[config.mk]
export PLATFORM = sky130hd
export DESIGN_NAME = vid422_demux
export DESIGN_NICKNAME = d
export VERILOG_FILES = /design/src/rtl/vid422_pkg.sv /design/src/rtl/vid422_rst_sync.sv /design/src/rtl/vid422_capture.sv /design/src/rtl/vid422_assemble.sv /design/src/rtl/vid422_delay.sv /design/src/rtl/vid422_demux.sv
export SDC_FILE = /design/constraint.sdc
export NUM_CORES = 1
export LEC_CHECK = 0
export ABC_AREA = 1
export ABC_CLOCK_PERIOD_IN_PS = 19650
export BUFFER_PORTS_ARGS = -buffer_cell sky130_fd_sc_hd__buf_2
export CAP_MARGIN = 0
export CORE_MARGIN = 2
export CORE_UTILIZATION = 63
export CTS_BUF_LIST = sky130_fd_sc_hd__clkbuf_4 sky130_fd_sc_hd__clkbuf_8 sky130_fd_sc_hd__clkbuf_16
export DETAILED_ROUTE_END_ITERATION = 10
export GPL_ROUTABILITY_DRIVEN = 0
export GPL_TIMING_DRIVEN = 0
export PLACE_DENSITY = 0.83
export RECOVER_POWER = 25
export SLEW_MARGIN = 10
export SYNTH_ARGS = -nofsm -noshare
export SYNTH_HDL_FRONTEND = slang
export SYNTH_SLANG_ARGS = --single-unit
[constraint.sdc]
create_clock -name clk -period 19.65 [get_ports clk]
set_clock_uncertainty 0.15 [all_clocks]
set_input_delay 2.9475 -clock clk [delete_from_list [all_inputs] [get_ports clk]]
set_output_delay 2.9475 -clock clk [all_outputs]
set_load 0.02 [all_outputs]
[src/rtl/vid422_pkg.sv]
package vid422_pkg;

  typedef enum logic [1:0] {
    FMT_RGB444  = 2'b00,
    FMT_YC444   = 2'b01,
    FMT_422_DUO = 2'b10,
    FMT_422_SER = 2'b11
  } fmt_e;

  localparam int PHASE_W = 2;

  function automatic logic is_422(input fmt_e f);
    return f[1];
  endfunction

endpackage

[src/rtl/vid422_rst_sync.sv]
module vid422_rst_sync #(
  parameter int STAGES = 2
) (
  input  logic clk,
  input  logic rst_n,
  output logic rst_n_sync
);

  logic [STAGES-1:0] chain_q;
  logic [STAGES-1:0] chain_d;

  always_comb begin
    chain_d = {chain_q[STAGES-2:0], 1'b1};
  end

  always_ff @(posedge clk or negedge rst_n) begin
    if (!rst_n) begin
      chain_q <= '0;
    end else begin
      chain_q <= chain_d;
    end
  end

  assign rst_n_sync = chain_q[STAGES-1];

endmodule

[src/rtl/vid422_capture.sv]
module vid422_capture
  import vid422_pkg::*;
#(
  parameter int DW = 8
) (
  input  logic               clk,
  input  logic               rst_n,
  input  logic [1:0]         fmt_sel,
  input  logic               blank_n,
  input  logic [DW-1:0]      pix_r,
  input  logic [DW-1:0]      pix_g,
  input  logic [DW-1:0]      pix_b,
  output fmt_e               fmt_q,
  output logic [PHASE_W-1:0] phase_q,
  output logic [DW-1:0]      cap_r,
  output logic [DW-1:0]      cap_g,
  output logic [DW-1:0]      cap_b
);

  logic               act_q;
  logic               act_d;
  logic [PHASE_W-1:0] phase_d;
  fmt_e               fmt_d;

  // Phase of the sample being captured: restarts on the first active
  // sample after blank, advances while active, parked at 0 while blanked.
  always_comb begin
    act_d = blank_n;
    fmt_d = fmt_e'(fmt_sel);
    if (!blank_n) begin
      phase_d = '0;
    end else if (!act_q) begin
      phase_d = '0;
    end else begin
      phase_d = phase_q + PHASE_W'(1);
    end
  end

  always_ff @(posedge clk or negedge rst_n) begin
    if (!rst_n) begin
      act_q   <= 1'b0;
      phase_q <= '0;
      fmt_q   <= FMT_RGB444;
      cap_r   <= '0;
      cap_g   <= '0;
      cap_b   <= '0;
    end else begin
      act_q   <= act_d;
      phase_q <= phase_d;
      fmt_q   <= fmt_d;
      cap_r   <= pix_r;
      cap_g   <= pix_g;
      cap_b   <= pix_b;
    end
  end

endmodule

[src/rtl/vid422_assemble.sv]
module vid422_assemble
  import vid422_pkg::*;
#(
  parameter int DW = 8
) (
  input  logic               clk,
  input  logic               rst_n,
  input  fmt_e               fmt_q,
  input  logic [PHASE_W-1:0] phase_q,
  input  logic [DW-1:0]      cap_r,
  input  logic [DW-1:0]      cap_g,
  input  logic [DW-1:0]      cap_b,
  output logic [DW-1:0]      emit_r,
  output logic [DW-1:0]      emit_g,
  output logic [DW-1:0]      emit_b,
  output logic               y_emit,
  output logic               c_upd
);

  logic [DW-1:0] y_prev_q;
  logic [DW-1:0] pb_hold_q, pb_hold_d;
  logic [DW-1:0] pair_pb_q, pair_pb_d;
  logic [DW-1:0] pair_pr_q, pair_pr_d;
  logic [DW-1:0] emit_r_d, emit_g_d, emit_b_d;
  logic [DW-1:0] chroma_in;
  logic          pb_slot;

  // Slot decode per packing
  always_comb begin
    chroma_in = (fmt_q == FMT_422_SER) ? cap_g : cap_r;
    unique case (fmt_q)
      FMT_422_DUO: begin
        y_emit  = 1'b1;
        pb_slot = ~phase_q[0];
        c_upd   = phase_q[0];
      end
      FMT_422_SER: begin
        y_emit  = ~phase_q[0];
        pb_slot = (phase_q == 2'd0);
        c_upd   = (phase_q == 2'd2);
      end
      default: begin
        y_emit  = 1'b1;
        pb_slot = 1'b0;
        c_upd   = 1'b0;
      end
    endcase
  end

  // Next-state of holding registers and the emitted pixel
  always_comb begin
    pb_hold_d = pb_slot ? chroma_in : pb_hold_q;
    pair_pb_d = c_upd ? pb_hold_q : pair_pb_q;
    pair_pr_d = c_upd ? chroma_in : pair_pr_q;
    if (is_422(fmt_q)) begin
      emit_g_d = y_prev_q;
      emit_b_d = c_upd ? pb_hold_q : pair_pb_q;
      emit_r_d = c_upd ? chroma_in : pair_pr_q;
    end else begin
      emit_g_d = cap_g;
      emit_b_d = cap_b;
      emit_r_d = cap_r;
    end
  end

  always_ff @(posedge clk or negedge rst_n) begin
    if (!rst_n) begin
      y_prev_q  <= '0;
      pb_hold_q <= '0;
      pair_pb_q <= '0;
      pair_pr_q <= '0;
    end else begin
      y_prev_q  <= cap_g;
      pb_hold_q <= pb_hold_d;
      pair_pb_q <= pair_pb_d;
      pair_pr_q <= pair_pr_d;
    end
  end

  always_ff @(posedge clk or negedge rst_n) begin
    if (!rst_n) begin
      emit_r <= '0;
      emit_g <= '0;
      emit_b <= '0;
    end else if (y_emit) begin
      emit_r <= emit_r_d;
      emit_g <= emit_g_d;
      emit_b <= emit_b_d;
    end
  end

endmodule

[src/rtl/vid422_delay.sv]
module vid422_delay #(
  parameter int W      = 24,
  parameter int STAGES = 6
) (
  input  logic         clk,
  input  logic         rst_n,
  input  logic [W-1:0] din,
  output logic [W-1:0] dout
);

  logic [W-1:0] stage_q [STAGES];

  for (genvar s = 0; s < STAGES; s++) begin : g_stage
    logic [W-1:0] stage_d;
    if (s == 0) begin : g_head
      assign stage_d = din;
    end else begin : g_body
      assign stage_d = stage_q[s-1];
    end
    always_ff @(posedge clk or negedge rst_n) begin
      if (!rst_n) begin
        stage_q[s] <= '0;
      end else begin
        stage_q[s] <= stage_d;
      end
    end
  end

  assign dout = stage_q[STAGES-1];

endmodule

[src/rtl/vid422_demux.sv]
module vid422_demux
  import vid422_pkg::*;
#(
  parameter int DW       = 8,
  parameter int BASE_LAT = 7
) (
  input  logic          clk,
  input  logic          rst_n,
  input  logic [1:0]    fmt_sel,
  input  logic          blank_n,
  input  logic [DW-1:0] pix_r,
  input  logic [DW-1:0] pix_g,
  input  logic [DW-1:0] pix_b,
  output logic [DW-1:0] code_r,
  output logic [DW-1:0] code_g,
  output logic [DW-1:0] code_b
);

  localparam int TAIL   = BASE_LAT - 1;
  localparam int TRIPLE = 3 * DW;

  logic               rst_n_int;
  fmt_e               fmt_q;
  logic [PHASE_W-1:0] phase_q;
  logic [DW-1:0]      cap_r, cap_g, cap_b;
  logic [DW-1:0]      emit_r, emit_g, emit_b;
  logic               y_emit;
  logic               c_upd;
  logic [TRIPLE-1:0]  tail_out;

  vid422_rst_sync #(.STAGES(2)) u_rst (
    .clk        (clk),
    .rst_n      (rst_n),
    .rst_n_sync (rst_n_int)
  );

  vid422_capture #(.DW(DW)) u_cap (
    .clk     (clk),
    .rst_n   (rst_n_int),
    .fmt_sel (fmt_sel),
    .blank_n (blank_n),
    .pix_r   (pix_r),
    .pix_g   (pix_g),
    .pix_b   (pix_b),
    .fmt_q   (fmt_q),
    .phase_q (phase_q),
    .cap_r   (cap_r),
    .cap_g   (cap_g),
    .cap_b   (cap_b)
  );

  vid422_assemble #(.DW(DW)) u_asm (
    .clk     (clk),
    .rst_n   (rst_n_int),
    .fmt_q   (fmt_q),
    .phase_q (phase_q),
    .cap_r   (cap_r),
    .cap_g   (cap_g),
    .cap_b   (cap_b),
    .emit_r  (emit_r),
    .emit_g  (emit_g),
    .emit_b  (emit_b),
    .y_emit  (y_emit),
    .c_upd   (c_upd)
  );

  vid422_delay #(.W(TRIPLE), .STAGES(TAIL)) u_tail (
    .clk   (clk),
    .rst_n (rst_n_int),
    .din   ({emit_r, emit_g, emit_b}),
    .dout  (tail_out)
  );

  assign {code_r, code_g, code_b} = tail_out;

endmodule

## Word-level counts from Yosys, hierarchy flattened

Index checks and enable logic that the tools add are counted.

- Reductions and logical operators: 1
- Muxes and demuxes: 11
- Add/sub/neg operators: 1
- Bitwise gates (word level): 1
- Equality and inequality tests: 3

Operator list:

| operator | number |
|---|---|
| $mux 8 | 6 |
| $eq 2x2->1 const B | 3 |
| $mux 2 | 2 |
| $pmux 1 s2 | 2 |
| $add 2x1->2 const B | 1 |
| $logic_not 2->1 | 1 |
| $mux 1 | 1 |
| $not 1->1 | 1 |

- Input port bits: 29
- Logic and storage cells: 37
- Output and inout port bits: 24
- Register bits after elaboration: 231

## Depth between registers and ports, before layout

Gate-level depths: netlist of run 1.

- Word-level depth: 4
- Gate-level depth with buffers: 9

## By module

From an unflattened synthesis of run 1, not the netlist that was laid out.

- Cells, all modules: 491
- Area total of the unflattened synthesis: 7061.8 µm²

By module, submodules not included:

| module | area an instance (µm²) | instances | cells each |
|---|---|---|---|
| vid422_delay | 3603.5 | 1 | 144 |
| vid422_assemble | 2646.3 | 1 | 307 |
| vid422_capture | 758.2 | 1 | 37 |
| vid422_rst_sync | 53.8 | 1 | 3 |

## Least setup slack after synthesis of run 1

OpenSTA, ideal clock, no wires.

- Path kind: reg2out
- Start: register u_tail.stage_q, in the netlist u_tail.dout[0]
- End: output code_b[0]
- Buffers on the path: 0
- Setup slack: 16136 ps
- Data required time: 16552 ps
- Cell stages (with the launch flop): 1
- Arrival: 416 ps
- Cell sequence: dfrtp_1

RTL lines:

| what | RTL line | RTL |
|---|---|---|
| start, declared | vid422_delay.sv:11 | `logic [W-1:0] stage_q [STAGES];` |
| start signal, assigned by index | vid422_delay.sv:24 | `stage_q[s] <= stage_d;` |
| end, declared | vid422_demux.sv:16 | `output logic [DW-1:0] code_b` |

No word-level cell between the ends.

## Worst setup path in the final report of run 1

- Start: register u_tail.stage_q, in the netlist u_tail.dout[0]
- End: output code_b[0]

No word-level cell between the ends.

==> metrics.txt, run 1 <==
CTS Sinks=231; Slew @ Worst Pin=0.5561 ns; sequential share of power=52.4%; Distinct cells, synth=19; Critical Path RT=16.55 ns; Setup TNS=0 ns; TritonRoute pass-1 iters=5; Core Rows=38; total track usage=24.29%; reg-to-reg startpoint=u_cap.phase_q[0]; CP Launch Type=flop; Routed WL=13.54 mm; Rel. slew slack=62.92%; Post-Syn Area=7118 µm²; initial antenna violation count=0; combinational power share=6.8%; Starting DRT DRC Count=409; post-synthesis average cell area=14.29 µm²; routed len/inst=18.47 µm; # port buffers=52; Vias=4,049; status=finished, final reports clean; clock network fraction of design power=40.7%; register area share after synthesis=81.21%; largest family of logic cells by synthesized area=simple AND/OR/NAND/NOR gates; setup slack, reg-to-reg=17.72 ns; Worst Reg-to-Reg Cells=8; Antenna diodes=0; Syn. warnings=0; CTS tree=built; final hold viol count=0; met1 usage=32.39%; Worst-Skew Late Latency=0.52 ns; Post-CTS Setup Bufs=0; Synth Area in Compound Gates=2.250%; Residual DRC=0; Hold Path Class=flop to asynchronous set/reset pin; Top Usage Layer GRT=met2; Pint=819.5 µW; crit path max fanout=1; pre-CTS setup slack=16.05 ns; Pleak=0.004167 µW; largest net degree at the start of global routing=73; clk buf depth=3; Max-Cap Viols=0; CTS HTree Levels=1; gr ovfl total=0; Die Ht=110.3 µm; synthesized flop and latch total=231; routing usage on met3=5.232%; post-synth top area cell=dfrtp_1; slowest CP cell=dfrtp_1; CP cell instances=buf_2; Final Cycle Share=21.56%; Initial Util=65.09%; Area contributors post-synth=dfrtp_1 (81%), nand2_1 (6.3%), nand3_1 (2.7%); Post-DP HPWL=6.707 mm; share of post-route cells with drive strength above 1=23.61%; Setup-failing EPs final=0; Tmin final=4.237 ns; via/cell ratio=5.524; multi-input logic area=1087 µm²; I/O pin count=53; Simple-Gate Fraction of Synth Area=12.62%; max reg flops=120; Final WS setup=15.41 ns; Synth Area in Adders=0.3516%; CP Capture Type=primary output; clock-pin slew on the worst setup and hold paths=0.07 ns; RSZ-0062 raised after global routing=false; fill cell count=574; Die X=110.3 µm; Routed Antenna Nets=0; Fin Hold WS=0.07660 ns; Synth-to-Final Area Change=18.05%; vias in the first global route=4,214; maximum achievable frequency=236.0 MHz; Crit Path Category=flop to primary output; CP max stage delay=0.44 ns; Synth top area share=81.21%; XOR/XNOR Fraction of Synth Area=0%; family with the most delay on the worst path=flip-flops; post-cts sizing count=0; DP Area=7640 µm²; r2r endpoint=u_asm.emit_b[1]; post-route cell area=8403 µm²; Syn Nets=529; NumNets Final=608; first-pass GRT wire length=22.03 mm; Die ar.=12,170 µm²; total CTS buffers=22; sw power=255.3 µW; switching part of the total=23.75%; cts hold-fix bufs=0; max-slew violation count=0; area of the core=10,940 µm²; Buf+Inv Stages, Crit Path=1; register area=5784 µm²; Root Driver=clkbuf_16; multiplexer share of the synthesized area=0%; GR Layer Usage met2=39.22%; cell count after synthesis=498; critical path data arrival time=1.14 ns; Peak VDD IR=0.09378 mV; PwrDens=127.9 nW/µm²
metrics by stage:
step,cells,total power (µW),utilization (%)
final,733,1075,76.84
after global routing,733,1116,76.84
after global placement,690,625.4,69.07
after detailed placement,693,636.5,69.86
after CTS,733,1081,76.84
after floorplan,498,608.0,-
cell usage after synthesis (all sizes together):
master / count
o21ai: 32
ha: 2
dfrtp: 231
nand2: 134
inv: 30
nand3: 51
buf: 14
clkbuf: 1
nor2: 2
conb: 1
kinds of logic (layout without fill, tap and decap cells):
logic type	Yosys count	count (layout)
AO/OA/AOI/OAI	32	32
adder cells (fa/ha/maj)	2	2
buffers and inverters	45	140
flip-flops	231	231
other	1	1
AND/OR/NAND/NOR	187	187
layout by cell type, fill, tap and decap left out, types with 5 or more instances in the layout:
cell / n
clkbuf_8: 5
o21ai_1: 11
inv_1: 28
buf_4: 5
clkbuf_16: 22
buf_6: 5
nand2_2: 12
nand3_2: 11
dfrtp_1: 230
buf_2: 55
nand3_1: 38
o21ai_0: 21
nand2_1: 119
worst max-delay path by stage:
stage / from / to / slack [ns] / cells after the start
after detailed placement: u_tail.dout[12] / code_g[4] / 16.05 / 1
after global placement: u_rst.chain_q[1] / u_cap.cap_b[1] / 11.11 / 0
final: u_tail.dout[0] / code_b[0] / 15.41 / 1
after global routing: u_tail.dout[0] / code_b[0] / 15.40 / 1
after floorplan: u_rst.chain_q[1] / u_asm.emit_b[0] / 12.59 / 0
after CTS: u_tail.dout[0] / code_b[0] / 15.41 / 1
final cells by class:
class                   count  area share (%)
plain buffers              15           1.578
clock buffers              31           7.728
clock inverters             9           1.355
inverters                  30           1.400
multi-input cells         222           12.94
flip-flops and latches    231           68.84
well taps                 140           2.085
repair buffers             55           4.080
per-layer routing:
metal / wire length [µm] / part of all wire [%] / vias up
met5: 0 / 0 / -
met4: 617 / 4.6 / 0
met3: 1105 / 8.2 / 63
met2: 6590 / 49 / 246
met1: 5220 / 39 / 2014
li1: - / - / 1726
power groups by stage:
stage	sequential (µW)	clock, µW	combinational (µW)
5_1_grt	569	466	81.5
3_5_place_dp	568	0	68.5
3_3_place_gp	570	0	55.1
4_1_cts	564	443	72.8
6_report	564	438	73.6
2_1_floorplan	576	0	32.3
(Power assumes the default switching activity.)
==> inputs of run 2 (changes only) <==
ABC_CLOCK_PERIOD_IN_PS = 3900   (was 19650)
CORE_UTILIZATION = 58   (was 63)
PLACE_DENSITY = 0.77   (was 0.83)
clock period = 3.9 ns   (was 19.65 ns; I/O delays follow)
==> metrics.txt, run 2 (synthesis results as in run 1) <==
status=finished, final reports clean; clk buf depth=3; post-layout util=70.60%; Final Cycle Share=46.87%; Routed WL=10.90 mm; NumNets Final=609; clock-pin slew on the worst setup and hold paths=0.06 ns; final hold viol count=0; share of post-route cells with drive strength above 1=23.57%; CP Launch Type=flop; Die X=114.8 µm; Pleak=0.004195 µW; Vias=3,714; Peak VDD IR=0.4810 mV; I/O pin count=53; total track usage=18.07%; Hold Path Class=input pin to flop; Initial Util=59.26%; CTS HTree Levels=1; RSZ-0062 raised after global routing=false; Root Driver=clkbuf_16; most frequent cells in the layout=dfrtp_1 (230), nand2_1 (119), buf_2 (55); Routed Antenna Nets=0; first-pass GRT wire length=18.95 mm; total CTS buffers=22; initial antenna violation count=0; CP Capture Type=flop; Die Ht=114.8 µm; Tmin final=1.828 ns; routed len/inst=14.72 µm; Antenna diodes=0; setup slack, reg-to-reg=2.07 ns; critical path data arrival time=2.04 ns; CTS Sinks=231; max-slew violation count=0; maximum achievable frequency=547.1 MHz; Rel. slew slack=64.49%; # port buffers=52; Residual DRC=0; Crit Path Category=flop to flop; gr ovfl total=0; max reg flops=120; Worst-Skew Late Latency=0.48 ns; largest net degree at the start of global routing=71; PwrDens=646.0 nW/µm²; Starting DRT DRC Count=228; most common cell after layout, fill and taps aside=dfrtp_1; Max-Cap Viols=0; post-cts sizing count=0; Core Rows=40; Setup TNS=0 ns; crit path max fanout=10; Die ar.=13,170 µm²; vias in the first global route=3,917; Setup-failing EPs final=0; via/cell ratio=5.012; Post-DP HPWL=6.257 mm; TritonRoute pass-1 iters=4; Critical Path RT=4.11 ns; Slew @ Worst Pin=0.5327 ns; area of the core=12,010 µm²; Synth-to-Final Area Change=19.14%; CTS tree=built
[run 2: final timing paths]
kind	from	to	cells past startpoint
max	u_cap.phase_q[0]	u_asm.emit_b[1]	9
min	pix_b[3]	u_cap.cap_b[3]	1
max reg2reg	u_cap.phase_q[0]	u_asm.emit_b[1]	9
min reg2reg	u_rst.chain_q[1]	u_cap.cap_g[2]	0
max in group asynchronous	u_rst.chain_q[1]	u_tail.g_stage[5].stage_d[4]	3
min in group asynchronous	u_rst.chain_q[1]	u_cap.cap_g[2]	0
[run 2: what timing repair did]
item,4_1_cts,5_1_grt
setup buffers,0,0
hold buffers,1,0
setup endpoints to repair,0,0
endpoints found under the hold margin,2,0
[run 2: per-stage QoR]
stage               power (µW)  instances  setup slack [ns]  hold WS, ns  area [µm²]
floorplan                 3061        498             1.416       0.1394        7122
global placement          3150        697            0.9144       0.1813        7566
detailed placement        3197        700             2.039       0.1696        7649
CTS                       5533        741             2.030      0.04231        8481
global route              5719        741             1.823      0.03725        8481
finish                    5478        741             2.072      0.05602        8481
[run 2: per-layer routing]
metal  wire length [µm]  vias to the layer above  track usage, %  part of all wire (%)
met5                  0                        -               0                     0
met4                403                        0           8.273                   3.7
met3                550                       31           2.794                   5.0
met2               5403                      122           30.30                    50
met1               4545                     1832           23.82                    42
li1                   -                     1729               -                     -
[run 2: cell type report]
cell class | instances | area (µm²)
Tap cell | 147 | 183.9
Multi-Input combinational cell | 222 | 1087
Timing Repair Buffer | 56 | 352.8
Fill cell | 787 | 3531
Inverter | 30 | 117.6
Clock buffer | 30 | 665.6
Sequential cell | 231 | 5784
Clock inverter | 10 | 156.4
Buffer | 15 | 132.6
[run 2: power by group]
| group | total, µW | switching, µW | internal (µW) | leakage [µW] |
|---|---|---|---|---|
| registers | 2820 | 116 | 2710 | 0.00273 |
| clock network | 2310 | 847 | 1460 | 0.000408 |
| logic | 346 | 226 | 120 | 0.00106 |
[run 2: worst max-delay path, stage by stage (launching register included)]
cell     delay (ns)
dfrtp_1        0.48
inv_1          0.13
ha_1           0.25
nand3_4        0.15
nand2_4        0.10
buf_12         0.16
nand2_2        0.08
nand3_2        0.06
nand2_1        0.08
nand2_1        0.08
==> inputs of run 3 (changes only) <==
ABC_CLOCK_PERIOD_IN_PS = 1610   (was 3900)
CORE_UTILIZATION = 52   (was 58)
PLACE_DENSITY = 0.73   (was 0.77)
clock period = 1.61 ns   (was 3.9 ns; I/O delays follow)
==> metrics.txt, run 3 (synthesis results as in run 1) <==
most common cell after layout, fill and taps aside=dfrtp_1; status=finished, final reports clean; r2r endpoint=u_asm.emit_b[0]; total placed cells including tap cells=729; Root Driver=clkbuf_16; Crit Path Category=flop to flop; CP Capture Type=flop; Hold Path Class=flop to asynchronous set/reset pin; via/cell ratio=4.764; max-slew violation count=0; crit path max fanout=5; Post-DP HPWL=6.308 mm; post-layout util=66.31%; routed len/inst=13.07 µm; Antenna diodes=0; gr ovfl total=0; Setup TNS=0 ns; DP Area=7685 µm²; Residual DRC=0; Starting DRT DRC Count=288; most frequent cells in the layout=dfrtp_1 (229), nand2_1 (119), buf_2 (55); initial antenna violation count=0; max reg flops=120; CTS tree=built; total CTS buffers=23; CP Launch Type=flop; Routed Antenna Nets=0; reg-to-reg startpoint=u_cap.phase_q[0]; critical path data arrival time=1.81 ns; Final Non-Filler Cells=800; CTS Sinks=231; Pleak=0.004318 µW; first-pass GRT wire length=17.51 mm; CTS HTree Levels=1; clk buf depth=3; Worst Setup SP=u_cap.phase_q[0]; setup slack, reg-to-reg=0.03 ns; Max-Cap Viols=0; Final Cycle Share=98.21%; Routed WL=10.46 mm; total power=12,740 µW; maximum achievable frequency=632.5 MHz; Tmin final=1.581 ns; Core Rows=42; Peak VDD IR=0.9507 mV; total track usage=14.84%; Initial Util=53.54%; share of post-route cells with drive strength above 1=24.04%; Critical Path RT=1.84 ns; Synth-to-Final Area Change=23.85%; TritonRoute pass-1 iters=4; final hold viol count=0; Die ar.=14,640 µm²; crit path to=u_asm.emit_b[0]; NumNets Final=643; Setup-failing EPs final=0; Die X=121 µm; PwrDens=1445 nW/µm²; Worst Reg-to-Reg Cells=8; # port buffers=52; Worst-Skew Late Latency=0.50 ns; post-route cell area=8816 µm²; clock-pin slew on the worst setup and hold paths=0.06 ns; area of the core=13,300 µm²; Vias=3,811; vias in the first global route=3,838; I/O pin count=53; largest net degree at the start of global routing=75; Die Ht=121 µm
## run 3: cell types whose count changed in the layout (fill, tap and decap cells not counted), sizes merged, moves of 3 or more
cell / before / now
buf: 69 / 72
bufinv: 4 / 0
clkbuf: 31 / 36
clkinv: 4 / 1
dlygate4sd3: 1 / 29
## run 3: layout make-up
class | count | area [µm²]
clock buffers | 34 | 701.9
clock inverters | 3 | 36.28
inverters | 30 | 120.1
plain buffers | 15 | 141.4
multi-input cells | 223 | 1130
well taps | 176 | 220.2
repair buffers | 88 | 680.7
flip-flops and latches | 231 | 5786
fillers | 906 | 4479
## run 3: timing repair
item | CTS | global route
cloned | 0 | 2
endpoints found under the hold margin | 31 | 0
endpoints found under the setup margin | 26 | 11
setup buffers | 1 | 2
hold buffers | 29 | 0
resized for setup | 4 | 9
pin swaps | 0 | 0
## run 3: critical path: stages, from the launching register on
cell and delay, ns:
dfrtp_2 0.42, inv_4 0.08, ha_4 0.15, nand3_4 0.15
buf_8 0.17, nand3_1 0.12, nand3_2 0.08, nand2_1 0.08
nand2_1 0.06
## run 3: worst min-delay path by stage
stage	startpoint	to
floorplan	rst_n	u_rst.chain_q[0]
global placement	rst_n	u_rst.chain_q[0]
detailed placement	rst_n	u_rst.chain_q[0]
CTS	u_rst.chain_q[1]	u_asm.y_prev_q[0]
finish	u_rst.chain_q[1]	u_cap.cap_g[4]
global route	u_rst.chain_q[1]	u_cap.cap_g[4]
## run 3: layer usage
metal | vias up | wire (µm) | global-route usage [%]
met3 | 42 | 614 | 2.632
li1 | 1795 | - | -
met2 | 139 | 5050 | 24.09
met5 | - | 0 | 0
met1 | 1835 | 4262 | 19.14
met4 | 0 | 527 | 8.140
## run 3: where the power goes
part | leakage (µW) | internal (µW) | total (µW) | switching, µW
logic | 0.00122 | 347 | 911 | 564
registers | 0.00273 | 6560 | 6810 | 251
clock network | 0.000372 | 3020 | 5020 | 2000
## run 3: metrics by stage
stage          hold WS, ns  setup WS, ns
2_1_floorplan      -0.2041       -0.8739
3_3_place_gp       -0.1240        -1.388
3_5_place_dp       -0.1171       -0.1798
4_1_cts            0.09238      0.008920
5_1_grt             0.1176      -0.01231
6_report           0.07853       0.02889
